==> config.mk <==
export PLATFORM = sky130hd
export DESIGN_NAME = acc_ctrl_regs
export DESIGN_NICKNAME = d
export VERILOG_FILES = /design/src/rtl/acc_ctrl_pkg.sv /design/src/rtl/axil_slave_if.sv /design/src/rtl/job_seq.sv /design/src/rtl/irq_unit.sv /design/src/rtl/acc_ctrl_regs.sv
export SDC_FILE = /design/constraint.sdc
export NUM_CORES = 1
export LEC_CHECK = 0
export ABC_AREA = 1
export BUFFER_PORTS_ARGS = -buffer_cell sky130_fd_sc_hd__buf_4
export CELL_PAD_IN_SITES_DETAIL_PLACEMENT = 1
export CELL_PAD_IN_SITES_GLOBAL_PLACEMENT = 2
export CORE_ASPECT_RATIO = 1.75
export CORE_UTILIZATION = 23
export DETAILED_ROUTE_END_ITERATION = 16
export PLACE_DENSITY = 0.77
export SYNTH_ARGS = -nofsm -noshare
export SYNTH_HDL_FRONTEND = slang
export SYNTH_SLANG_ARGS = --single-unit
==> constraint.sdc <==
create_clock -name clk_i -period 1.6 [get_ports clk_i]
set_clock_uncertainty 0.15 [all_clocks]
set_input_delay 0.24 -clock clk_i [delete_from_list [all_inputs] [get_ports clk_i]]
set_output_delay 0.24 -clock clk_i [all_outputs]
set_load 0.005 [all_outputs]
==> src/rtl/acc_ctrl_pkg.sv <==
package acc_ctrl_pkg;
  localparam int unsigned IDX_CTRL     = 0;
  localparam int unsigned IDX_IRQ_EN   = 1;
  localparam int unsigned IDX_IRQ_STAT = 2;
  localparam int unsigned IDX_IRQ_ACK  = 3;
  localparam int unsigned IDX_OFF_OP   = 4;
  localparam int unsigned IDX_OFF_RES  = 5;

  localparam int unsigned N_IRQ       = 2;
  localparam int unsigned IRQ_JOB_END = 0;
  localparam int unsigned IRQ_OFFLOAD = 1;

  localparam logic [1:0] RESP_OKAY = 2'b00;
endpackage

==> src/rtl/axil_slave_if.sv <==
module axil_slave_if #(
  parameter int unsigned ADDR_W = 8,
  parameter int unsigned DATA_W = 32,
  localparam int unsigned IDX_W = ADDR_W - 2
) (
  input  logic              clk_i,
  input  logic              rst_ni,
  input  logic [ADDR_W-1:0] awaddr_i,
  input  logic              awvalid_i,
  output logic              awready_o,
  input  logic [DATA_W-1:0] wdata_i,
  input  logic              wvalid_i,
  output logic              wready_o,
  output logic [1:0]        bresp_o,
  output logic              bvalid_o,
  input  logic              bready_i,
  input  logic [ADDR_W-1:0] araddr_i,
  input  logic              arvalid_i,
  output logic              arready_o,
  output logic [DATA_W-1:0] rdata_o,
  output logic [1:0]        rresp_o,
  output logic              rvalid_o,
  input  logic              rready_i,
  output logic              wr_en_o,
  output logic [IDX_W-1:0]  wr_idx_o,
  output logic [DATA_W-1:0] wr_data_o,
  output logic [IDX_W-1:0]  rd_idx_o,
  input  logic [DATA_W-1:0] rd_data_i
);
  import acc_ctrl_pkg::*;

  logic              aw_held_q, w_held_q, bvalid_q, rvalid_q;
  logic [IDX_W-1:0]  aw_idx_q;
  logic [DATA_W-1:0] wdata_q, rdata_q;

  assign awready_o = !aw_held_q && !bvalid_q;
  assign wready_o  = !w_held_q && !bvalid_q;
  assign wr_en_o   = aw_held_q && w_held_q && !bvalid_q;
  assign wr_idx_o  = aw_idx_q;
  assign wr_data_o = wdata_q;

  always_ff @(posedge clk_i or negedge rst_ni) begin
    if (!rst_ni) begin
      aw_held_q <= 1'b0;
      w_held_q  <= 1'b0;
      bvalid_q  <= 1'b0;
      aw_idx_q  <= '0;
      wdata_q   <= '0;
    end else begin
      if (awvalid_i && awready_o) begin
        aw_held_q <= 1'b1;
        aw_idx_q  <= awaddr_i[ADDR_W-1:2];
      end
      if (wvalid_i && wready_o) begin
        w_held_q <= 1'b1;
        wdata_q  <= wdata_i;
      end
      if (wr_en_o) begin
        aw_held_q <= 1'b0;
        w_held_q  <= 1'b0;
        bvalid_q  <= 1'b1;
      end else if (bvalid_q && bready_i) begin
        bvalid_q <= 1'b0;
      end
    end
  end

  assign rd_idx_o  = araddr_i[ADDR_W-1:2];
  assign arready_o = !rvalid_q;

  always_ff @(posedge clk_i or negedge rst_ni) begin
    if (!rst_ni) begin
      rvalid_q <= 1'b0;
      rdata_q  <= '0;
    end else if (arvalid_i && arready_o) begin
      rvalid_q <= 1'b1;
      rdata_q  <= rd_data_i;
    end else if (rvalid_q && rready_i) begin
      rvalid_q <= 1'b0;
    end
  end

  assign bvalid_o = bvalid_q;
  assign bresp_o  = RESP_OKAY;
  assign rvalid_o = rvalid_q;
  assign rdata_o  = rdata_q;
  assign rresp_o  = RESP_OKAY;

  AST_B_AFTER_BOTH: assert property (@(posedge clk_i) disable iff (!rst_ni)
    $rose(bvalid_q) |-> $past(aw_held_q && w_held_q)) else $error("b early");
  AST_R_HOLD: assert property (@(posedge clk_i) disable iff (!rst_ni)
    (rvalid_q && !rready_i) |=> (rvalid_q && $stable(rdata_q))) else $error("r drop");
endmodule

==> src/rtl/job_seq.sv <==
module job_seq #(
  parameter int unsigned OPCODE_W = 8
) (
  input  logic                clk_i,
  input  logic                rst_ni,
  input  logic                start_req_i,
  input  logic                swrst_req_i,
  input  logic                resume_req_i,
  input  logic                done_i,
  input  logic                req_i,
  input  logic [OPCODE_W-1:0] opcode_i,
  output logic                start_o,
  output logic                abort_o,
  output logic                resume_o,
  output logic                busy_o,
  output logic [OPCODE_W-1:0] opcode_o,
  output logic                end_evt_o,
  output logic                req_evt_o
);
  logic busy_q, pend_q;
  logic [OPCODE_W-1:0] opcode_q;
  logic start_go, abort_go, done_go, req_go, resume_go;

  assign abort_go  = swrst_req_i && busy_q;
  assign start_go  = start_req_i && !busy_q && !swrst_req_i;
  assign done_go   = done_i && busy_q && !abort_go;
  assign req_go    = req_i && busy_q && !pend_q && !abort_go;
  assign resume_go = resume_req_i && pend_q && !abort_go;

  always_ff @(posedge clk_i or negedge rst_ni) begin
    if (!rst_ni) begin
      busy_q   <= 1'b0;
      pend_q   <= 1'b0;
      opcode_q <= '0;
      start_o  <= 1'b0;
      abort_o  <= 1'b0;
      resume_o <= 1'b0;
    end else begin
      start_o  <= start_go;
      abort_o  <= abort_go;
      resume_o <= resume_go;
      if (abort_go || done_go)  busy_q <= 1'b0;
      else if (start_go)        busy_q <= 1'b1;
      if (abort_go || done_go || resume_go) begin
        pend_q   <= 1'b0;
        opcode_q <= '0;
      end else if (req_go) begin
        pend_q   <= 1'b1;
        opcode_q <= opcode_i;
      end
    end
  end

  assign busy_o    = busy_q;
  assign opcode_o  = opcode_q;
  assign end_evt_o = done_go || abort_go;
  assign req_evt_o = req_go;

  AST_START_PULSE: assert property (@(posedge clk_i) disable iff (!rst_ni)
    start_o |=> !start_o) else $error("start width");
  AST_START_BUSY: assert property (@(posedge clk_i) disable iff (!rst_ni)
    start_o |-> busy_q) else $error("start not busy");
  AST_ABORT_ONLY_BUSY: assert property (@(posedge clk_i) disable iff (!rst_ni)
    abort_o |-> ($past(busy_q) && !busy_q)) else $error("abort idle");
  AST_RESUME_ONLY_PEND: assert property (@(posedge clk_i) disable iff (!rst_ni)
    resume_o |-> ($past(pend_q) && !pend_q)) else $error("resume stray");
endmodule

==> src/rtl/irq_unit.sv <==
module irq_unit #(
  parameter int unsigned N = 2
) (
  input  logic         clk_i,
  input  logic         rst_ni,
  input  logic [N-1:0] set_i,
  input  logic         ack_we_i,
  input  logic [N-1:0] ack_mask_i,
  input  logic         en_we_i,
  input  logic [N-1:0] en_data_i,
  output logic [N-1:0] stat_o,
  output logic [N-1:0] en_o,
  output logic         irq_o
);
  logic [N-1:0] stat_q, en_q;

  always_ff @(posedge clk_i or negedge rst_ni) begin
    if (!rst_ni)      en_q <= '0;
    else if (en_we_i) en_q <= en_data_i;
  end

  for (genvar b = 0; b < N; b++) begin : g_bit
    always_ff @(posedge clk_i or negedge rst_ni) begin
      if (!rst_ni)                         stat_q[b] <= 1'b0;
      else if (set_i[b])                   stat_q[b] <= 1'b1;
      else if (ack_we_i && ack_mask_i[b])  stat_q[b] <= 1'b0;
    end

    AST_SET_WINS: assert property (@(posedge clk_i) disable iff (!rst_ni)
      set_i[b] |=> stat_q[b]) else $error("set lost");
    AST_ACK_CLEARS: assert property (@(posedge clk_i) disable iff (!rst_ni)
      (ack_we_i && ack_mask_i[b] && !set_i[b]) |=> !stat_q[b]) else $error("ack ignored");
  end

  assign irq_o  = |(stat_q & en_q);
  assign stat_o = stat_q;
  assign en_o   = en_q;

  AST_IRQ_NEEDS_EN: assert property (@(posedge clk_i) disable iff (!rst_ni)
    (en_q == '0) |-> !irq_o) else $error("irq masked");
endmodule

==> src/rtl/acc_ctrl_regs.sv <==
module acc_ctrl_regs #(
  parameter int unsigned ADDR_W   = 8,
  parameter int unsigned DATA_W   = 32,
  parameter int unsigned OPCODE_W = 8
) (
  input  logic                clk_i,
  input  logic                rst_ni,
  input  logic [ADDR_W-1:0]   s_awaddr_i,
  input  logic                s_awvalid_i,
  output logic                s_awready_o,
  input  logic [DATA_W-1:0]   s_wdata_i,
  input  logic                s_wvalid_i,
  output logic                s_wready_o,
  output logic [1:0]          s_bresp_o,
  output logic                s_bvalid_o,
  input  logic                s_bready_i,
  input  logic [ADDR_W-1:0]   s_araddr_i,
  input  logic                s_arvalid_i,
  output logic                s_arready_o,
  output logic [DATA_W-1:0]   s_rdata_o,
  output logic [1:0]          s_rresp_o,
  output logic                s_rvalid_o,
  input  logic                s_rready_i,
  output logic                eng_start_o,
  output logic                eng_abort_o,
  input  logic                eng_done_i,
  input  logic                eng_req_i,
  input  logic [OPCODE_W-1:0] eng_opcode_i,
  output logic                eng_resume_o,
  output logic                irq_o
);
  import acc_ctrl_pkg::*;
  localparam int unsigned IDX_W = ADDR_W - 2;

  logic              wr_en;
  logic [IDX_W-1:0]  wr_idx, rd_idx;
  logic [DATA_W-1:0] wr_data, rd_data;
  logic              busy, end_evt, req_evt;
  logic [OPCODE_W-1:0] opcode;
  logic [N_IRQ-1:0]  stat, en, set_vec;
  logic              hit_ctrl, hit_en, hit_ack, hit_res;

  axil_slave_if #(.ADDR_W(ADDR_W), .DATA_W(DATA_W)) u_axil (
    .clk_i, .rst_ni,
    .awaddr_i(s_awaddr_i), .awvalid_i(s_awvalid_i), .awready_o(s_awready_o),
    .wdata_i(s_wdata_i), .wvalid_i(s_wvalid_i), .wready_o(s_wready_o),
    .bresp_o(s_bresp_o), .bvalid_o(s_bvalid_o), .bready_i(s_bready_i),
    .araddr_i(s_araddr_i), .arvalid_i(s_arvalid_i), .arready_o(s_arready_o),
    .rdata_o(s_rdata_o), .rresp_o(s_rresp_o), .rvalid_o(s_rvalid_o),
    .rready_i(s_rready_i),
    .wr_en_o(wr_en), .wr_idx_o(wr_idx), .wr_data_o(wr_data),
    .rd_idx_o(rd_idx), .rd_data_i(rd_data)
  );

  assign hit_ctrl = wr_en && (wr_idx == IDX_W'(IDX_CTRL));
  assign hit_en   = wr_en && (wr_idx == IDX_W'(IDX_IRQ_EN));
  assign hit_ack  = wr_en && (wr_idx == IDX_W'(IDX_IRQ_ACK));
  assign hit_res  = wr_en && (wr_idx == IDX_W'(IDX_OFF_RES));

  job_seq #(.OPCODE_W(OPCODE_W)) u_seq (
    .clk_i, .rst_ni,
    .start_req_i(hit_ctrl && wr_data[0]),
    .swrst_req_i(hit_ctrl && wr_data[1]),
    .resume_req_i(hit_res && wr_data[0]),
    .done_i(eng_done_i), .req_i(eng_req_i), .opcode_i(eng_opcode_i),
    .start_o(eng_start_o), .abort_o(eng_abort_o), .resume_o(eng_resume_o),
    .busy_o(busy), .opcode_o(opcode),
    .end_evt_o(end_evt), .req_evt_o(req_evt)
  );

  always_comb begin
    set_vec = '0;
    set_vec[IRQ_JOB_END] = end_evt;
    set_vec[IRQ_OFFLOAD] = req_evt;
  end

  irq_unit #(.N(N_IRQ)) u_irq (
    .clk_i, .rst_ni,
    .set_i(set_vec),
    .ack_we_i(hit_ack), .ack_mask_i(wr_data[N_IRQ-1:0]),
    .en_we_i(hit_en), .en_data_i(wr_data[N_IRQ-1:0]),
    .stat_o(stat), .en_o(en), .irq_o(irq_o)
  );

  always_comb begin
    rd_data = '0;
    unique case (rd_idx)
      IDX_W'(IDX_CTRL):     rd_data[0] = busy;
      IDX_W'(IDX_IRQ_EN):   rd_data[N_IRQ-1:0] = en;
      IDX_W'(IDX_IRQ_STAT): rd_data[N_IRQ-1:0] = stat;
      IDX_W'(IDX_OFF_OP):   rd_data[OPCODE_W-1:0] = opcode;
      default:              rd_data = '0;
    endcase
  end

  AST_IRQ_LOW_NO_STAT: assert property (@(posedge clk_i) disable iff (!rst_ni)
    (stat == '0) |-> !irq_o) else $error("irq spurious");
endmodule

Word-level counts from Yosys, hierarchy flattened. Index checks and enable logic that the tools add are counted. W data, S select, Z words.

Output and inout port bits: 45. Flip-flop bits (word level): 37. Logic and storage cells: 93. Input port bits: 65.

Equality and inequality tests: 6. Reductions and logical operators: 49. Mux-type cells: 21. Bitwise logic cells: 1.

Operators with widths (count): $logic_and A1 B1 Y1 (28); $mux W1 (16); $mux W8 (2); $reduce_bool A2 Y1 (8); $eq A6 B1 Y1 const B (2); $eq A6 B2 Y1 const B (2); $eq A6 B3 Y1 const B (2); $logic_not A6 Y1 (2); $logic_not A1 Y1 (8); $mux W6 (1); $pmux W1 S4 (1); $pmux W1 S3 (1); $and A2 B2 Y2 (1); $logic_or A1 B1 Y1 (2); $reduce_or A2 Y1 (1).

Depth between registers and ports, before layout.
Depth after elaboration: 10. Gate-level depth with buffers: 8. Depth with buffers taken out: 7.

Hierarchy. Synthesis repeated with hierarchy kept, for this count alone.

Cells, all modules: 484. Area, all modules: 4051.4 sq um.

By module, submodules not included: axil_slave_if (times used 1, cells an instance 330, seq. area each 1851.8 sq um, area each 3010.4 sq um); job_seq (times used 1, cells an instance 75, seq. area each 325.3 sq um, area each 594.3 sq um); acc_ctrl_regs (times used 1, cells an instance 58, seq. area each 0.0 sq um, area each 280.3 sq um); irq_unit (times used 1, cells an instance 21, seq. area each 100.1 sq um, area each 166.4 sq um).

Worst setup path before layout. OpenSTA, ideal clock, no wires.

Path type: register -> register. Start: reg u_axil.bvalid_q (netlist: u_axil.bvalid_o). End: reg u_seq.opcode_q[0] (netlist: u_seq.opcode_o[0]). Path buffers: 1. Clock period less this slack: 1.318 ns. Data required time: 1.326 ns. Arrival time: 1.044 ns. Slack: 0.282 ns. Setup time: 0.124 ns. Cell stages (with the launch flop): 8. Path through: dfrtp_1 -> inv_2 -> nand3_4 -> nor2_4 -> nand3_4 -> buf_6 -> nand3_1 -> a21oi_1.

Word-level cells in the longest chain between the ends: 10. Elaborated cells between the ends (all ways): 16. Those cells by class: 1 x mux; 15 x reduce/logical.

RTL lines: start, declared (line axil_slave_if.sv:32) `logic aw_held_q, w_held_q, bvalid_q, rvalid_q;`; start signal, assigned (line axil_slave_if.sv:46) `bvalid_q <= 1'b0;`; start signal, assigned (line axil_slave_if.sv:61) `bvalid_q <= 1'b1;`; start signal, assigned (line axil_slave_if.sv:63) `bvalid_q <= 1'b0;`; $logic_not A1 Y1 * (line axil_slave_if.sv:38) `assign wr_en_o = aw_held_q && w_held_q && !bvalid_q;`; $logic_and A1 B1 Y1 * (line axil_slave_if.sv:38); $logic_and A1 B1 Y1 (line acc_ctrl_regs.sv:55) `assign hit_ctrl = wr_en && (wr_idx == IDX_W'(IDX_CTRL));`; $logic_and A1 B1 Y1 (line acc_ctrl_regs.sv:63) `.swrst_req_i(hit_ctrl && wr_data[1]),`; $logic_and A1 B1 Y1 (line job_seq.sv:24) `assign abort_go = swrst_req_i && busy_q;`; $logic_not A1 Y1 (line job_seq.sv:26, job_seq.sv:27, job_seq.sv:28); $logic_and A1 B1 Y1 (line job_seq.sv:26) `assign done_go = done_i && busy_q && !abort_go;`; $logic_or A1 B1 Y1 (2 in a row) (line job_seq.sv:44) `if (abort_go || done_go || resume_go) begin`; $mux W8 / $reduce_bool A2 Y1 (equally long branches); end signal, assigned (line job_seq.sv:49) `opcode_q <= opcode_i;`; end, declared (line job_seq.sv:21) `logic [OPCODE_W-1:0] opcode_q;`.

Mark *: on every way between the ends. The rest lies on a longest branch, timed or not. A chain may end at the register's enable or synchronous reset.

Worst setup path after layout.
Start: reg u_axil.bvalid_q (netlist: u_axil.bvalid_o). End: out s_wready_o.

Word-level cells in the longest chain between the ends: 2.

RTL lines: $logic_not A1 Y1 (line axil_slave_if.sv:37) `assign wready_o = !w_held_q && !bvalid_q;`; $logic_and A1 B1 Y1 (line axil_slave_if.sv:37); end, declared (line acc_ctrl_regs.sv:13) `output logic s_wready_o,`.

Every way passes these cells.

==> results.cfg <==
[status]
status = complete, no violations

[detailed_routing]
viasPerCell = 4.250
num_vias = 1615
postRouteAntennaNets = 0
first_pass_iters = 4
drt_wl_total_um = 4504
drc_errors = 0
drt_iter0_markers = 67
wire_per_inst_um = 11.85

[critical_path]
startpoint = u_axil.bvalid_o$_DFFE_PN0P_
path_buf_inv = 2
cp_num_cells = 3
max_stage_delay_ns = 0.39
required_ns = 1.21
r2r_start = u_axil.wr_idx_o[5]$_DFFE_PN0P_
cp.arrival_ns = 1.12
end_kind = output port
cp_slowest_cell = dfrtp_1
critPathTopFamily = flip-flops
path_max_fanout = 3
rr_endpoint = u_seq.opcode_o[4]$_DFFE_PN0P_
start_kind = flip-flop
rr_worst_depth = 7
crit_type = reg2out
path_cells = buf_4 > nor2_1 > buf_4
ff2ff_setup_slack_ns = 0.10
crit_top_cell = buf_4
cp-endpoint = s_wready_o

[placement]
io_buffer_count = 47
place_congestion = 0.7581
dp_hpwl_um = 3621
post-place-ws_ns = 0.03970
place_inst = 368

[power_and_ir_drop]
ir_worst_vdd_mv = 0.5607
p_per_area_mw_per_mm2 = 1227
power.static_leakage_uw = 0.001285

[global_route]
use_met1 = 0.1057
grt_pass1_vias = 1686
busiest_layer = met2
grt_max_degree = 38
grt_antenna_before_repair = 0
grtUsageMet3 = 0.02346
grt_pass1_wl_um = 7500
grt_use_met2 = 0.2193
grt_overflow = 0
grt_util_all_layers = 0.1092

[floorplanning]
initial_core_util = 0.2364
fp.dieW_um = 71.64
coreArea_mm2 = 0.008258
io_pins = 110
rows = 44
die_y_um = 123.9
die_area_mm2 = 0.008873

[cells_and_area]
fillers = 1006
drive_above_1_share = 0.2778
finalNetCount = 352
final_cells = 380
antenna_cells = 0
syn_to_final_growth_pct = 28.33

[hold_path]
hold_path_class = in2reg

[clock_network]
root_buffer = clkbuf_16
clock_path_buffers = 2
path_clk_slew_ns = 0.06
cts_buffers = 5
insertion_delay_ns = 0.28
cts_tree = yes
cts_num_sinks = 37
cts_max_level = 2

[timing]
worst_slack_ns = 0.08887
rsz0062_at_grt = no
tns_ns = 0
min_period_over_period = 0.9445
setup_viol = 0
drv_slew = 0
hold_violations = 0
fmax_ghz = 0.6618
finalCriticalPeriod_ns = 1.511
whs_ns = 0.002896

[synthesis]
netlist_area_mm2 = 0.001952
syn_area_per_cell_um2 = 8.561
synth-compound-area-share = 0.07115
synth_xor_area_frac = 0
synthAdderAreaFrac = 0
yosysSeqAreaShare = 0.4744
synth_warnings = 0
ys_types = 26
ys_seq_elements = 37
synth_top_family_by_area = simple AND/OR/NAND/NOR gates
synth_cells = 228
synthSimpleGateAreaFrac = 0.2846
yosys-mux-area-fraction = 0.005769

[job]
maxCapViolCount = 0
power by group:
part	switching [uW]	total, uW	internal (uW)	leakage [uW]
combinational	457	809	352	0.000749
sequential	192	1330	1140	0.000465
clock	363	934	571	0.0000706
total	1010	3070	2060	0.00129
worst min-delay path by stage:
stage / start / endpoint / slack (ns) / cells past startpoint
after floorplan: rst_ni / u_axil.aw_held_q$_DFFE_PN0P_ / -0.21 / 0
after global placement: rst_ni / u_axil.rvalid_o$_DFFE_PN0P_ / 0.08 / 1
after detailed placement: rst_ni / u_axil.rvalid_o$_DFFE_PN0P_ / 0.09 / 1
after CTS: s_bready_i / u_axil.bvalid_o$_DFFE_PN0P_ / 0.0007 / 2
after global routing: s_bready_i / u_axil.bvalid_o$_DFFE_PN0P_ / 0.01 / 2
final: s_bready_i / u_axil.bvalid_o$_DFFE_PN0P_ / 0.003 / 2
logic make-up after synthesis:
| family | after synthesis |
|---|---|
| other cells | 1 |
| flops | 37 |
| mux | 1 |
| simple gates | 108 |
| buf+inv | 54 |
| compound gates | 27 |
through the flow:
stage                     instance area, um2  utilization  total power [uW]
final                                   2505       0.3033              3074
after global placement                  2325       0.2815              2140
after CTS                               2474       0.2995              3136
after floorplan                         2053            -              1841
after detailed placement                2325       0.2815              2177
after global routing                    2505       0.3033              3285
cell usage in the layout, fill, tap and decap left out:
master / synthesis / routed
inv_2: 2 / 2
o22ai_1: 3 / 3
nor2_1: 15 / 15
o21ai_0: 8 / 8
nand3_2: 1 / 1
conb_1: 1 / 28
nor2_4: 4 / 4
nor2_2: 1 / 1
buf_4: 28 / 54
nor3_1: 3 / 3
nor4_1: 2 / 2
mux2_2: 1 / 1
nand2_4: 2 / 1
nand2_1: 48 / 48
or2_2: 2 / 2
inv_1: 22 / 22
nor3_4: 1 / 1
dlygate4sd3_1: 0 / 1
clkinv_2: 0 / 2
nand4_1: 3 / 3
nand3_4: 2 / 2
a21oi_1: 16 / 16
or2_1: 1 / 1
nand2_2: 3 / 3
clkbuf_1: 0 / 1
clkbuf_16: 0 / 5
nand3_1: 20 / 20
dfrtp_1: 37 / 37
nand2_8: 0 / 1
cell type report:
cell class / count / area [um2] / share of cell area
Clock buffer: 6 / 128.9 / 0.05145
Clock inverter: 2 / 10.01 / 0.003996
Inverter: 24 / 90.09 / 0.03596
Multi-Input combinational cell: 164 / 819.5 / 0.3272
Sequential cell: 37 / 925.9 / 0.3696
Tap cell: 92 / 115.1 / 0.04595
Timing Repair Buffer: 55 / 415.4 / 0.1658
timing repair:
item / in CTS / in global routing
gates resized for setup: 0 / 1
hold endpoints to repair: 37 / 0
endpoints found under the setup margin: 0 / 8
hold buffers: 1 / 0
setup buffers: 0 / 3
flip-flops by register name, summed over array words and instances, names as in the netlist:
| register | cells |
|---|---|
| u_axil.rdata_o | 8 |
| u_seq.opcode_o | 8 |
| u_seq.abort_o | 1 |
| u_axil.bvalid_o | 1 |
| u_seq.start_o | 1 |
| u_seq.pend_q | 1 |
| u_seq.busy_o | 1 |
| u_axil.w_held_q | 1 |
| u_axil.rvalid_o | 1 |
| u_seq.resume_o | 1 |
| u_axil.wr_idx_o | 6 |
| u_axil.aw_held_q | 1 |
| u_axil.wr_data_o | 2 |
| u_irq.stat_o | 2 |
| u_irq.en_o | 2 |
Yosys cell counts:
cell type | instances | area share
a21oi_1 | 16 | 0.041
buf_2 | 1 | 0.0026
buf_4 | 28 | 0.11
buf_6 | 1 | 0.0058
conb_1 | 1 | 0.0019
dfrtp_1 | 37 | 0.47
inv_1 | 22 | 0.042
inv_2 | 2 | 0.0038
mux2_2 | 1 | 0.0058
nand2_1 | 48 | 0.092
nand2_2 | 3 | 0.0096
nand2_4 | 2 | 0.012
nand3_1 | 20 | 0.051
nand3_2 | 1 | 0.0051
nand3_4 | 2 | 0.018
nand4_1 | 3 | 0.0096
nor2_1 | 15 | 0.029
nor2_2 | 1 | 0.0032
nor2_4 | 4 | 0.023
nor3_1 | 3 | 0.0077
nor3_4 | 1 | 0.0083
nor4_1 | 2 | 0.0064
o21ai_0 | 8 | 0.021
o22ai_1 | 3 | 0.0096
or2_1 | 1 | 0.0032
or2_2 | 2 | 0.0064
routing by layer:
| metal | share of wire | vias up |
|---|---|---|
| li1 | - | 794 |
| met1 | 0.37 | 752 |
| met2 | 0.56 | 66 |
| met3 | 0.061 | 3 |
| met4 | 0.0069 | 0 |
| met5 | 0 | - |
No activity file was read; power rests on OpenSTA's default activity.
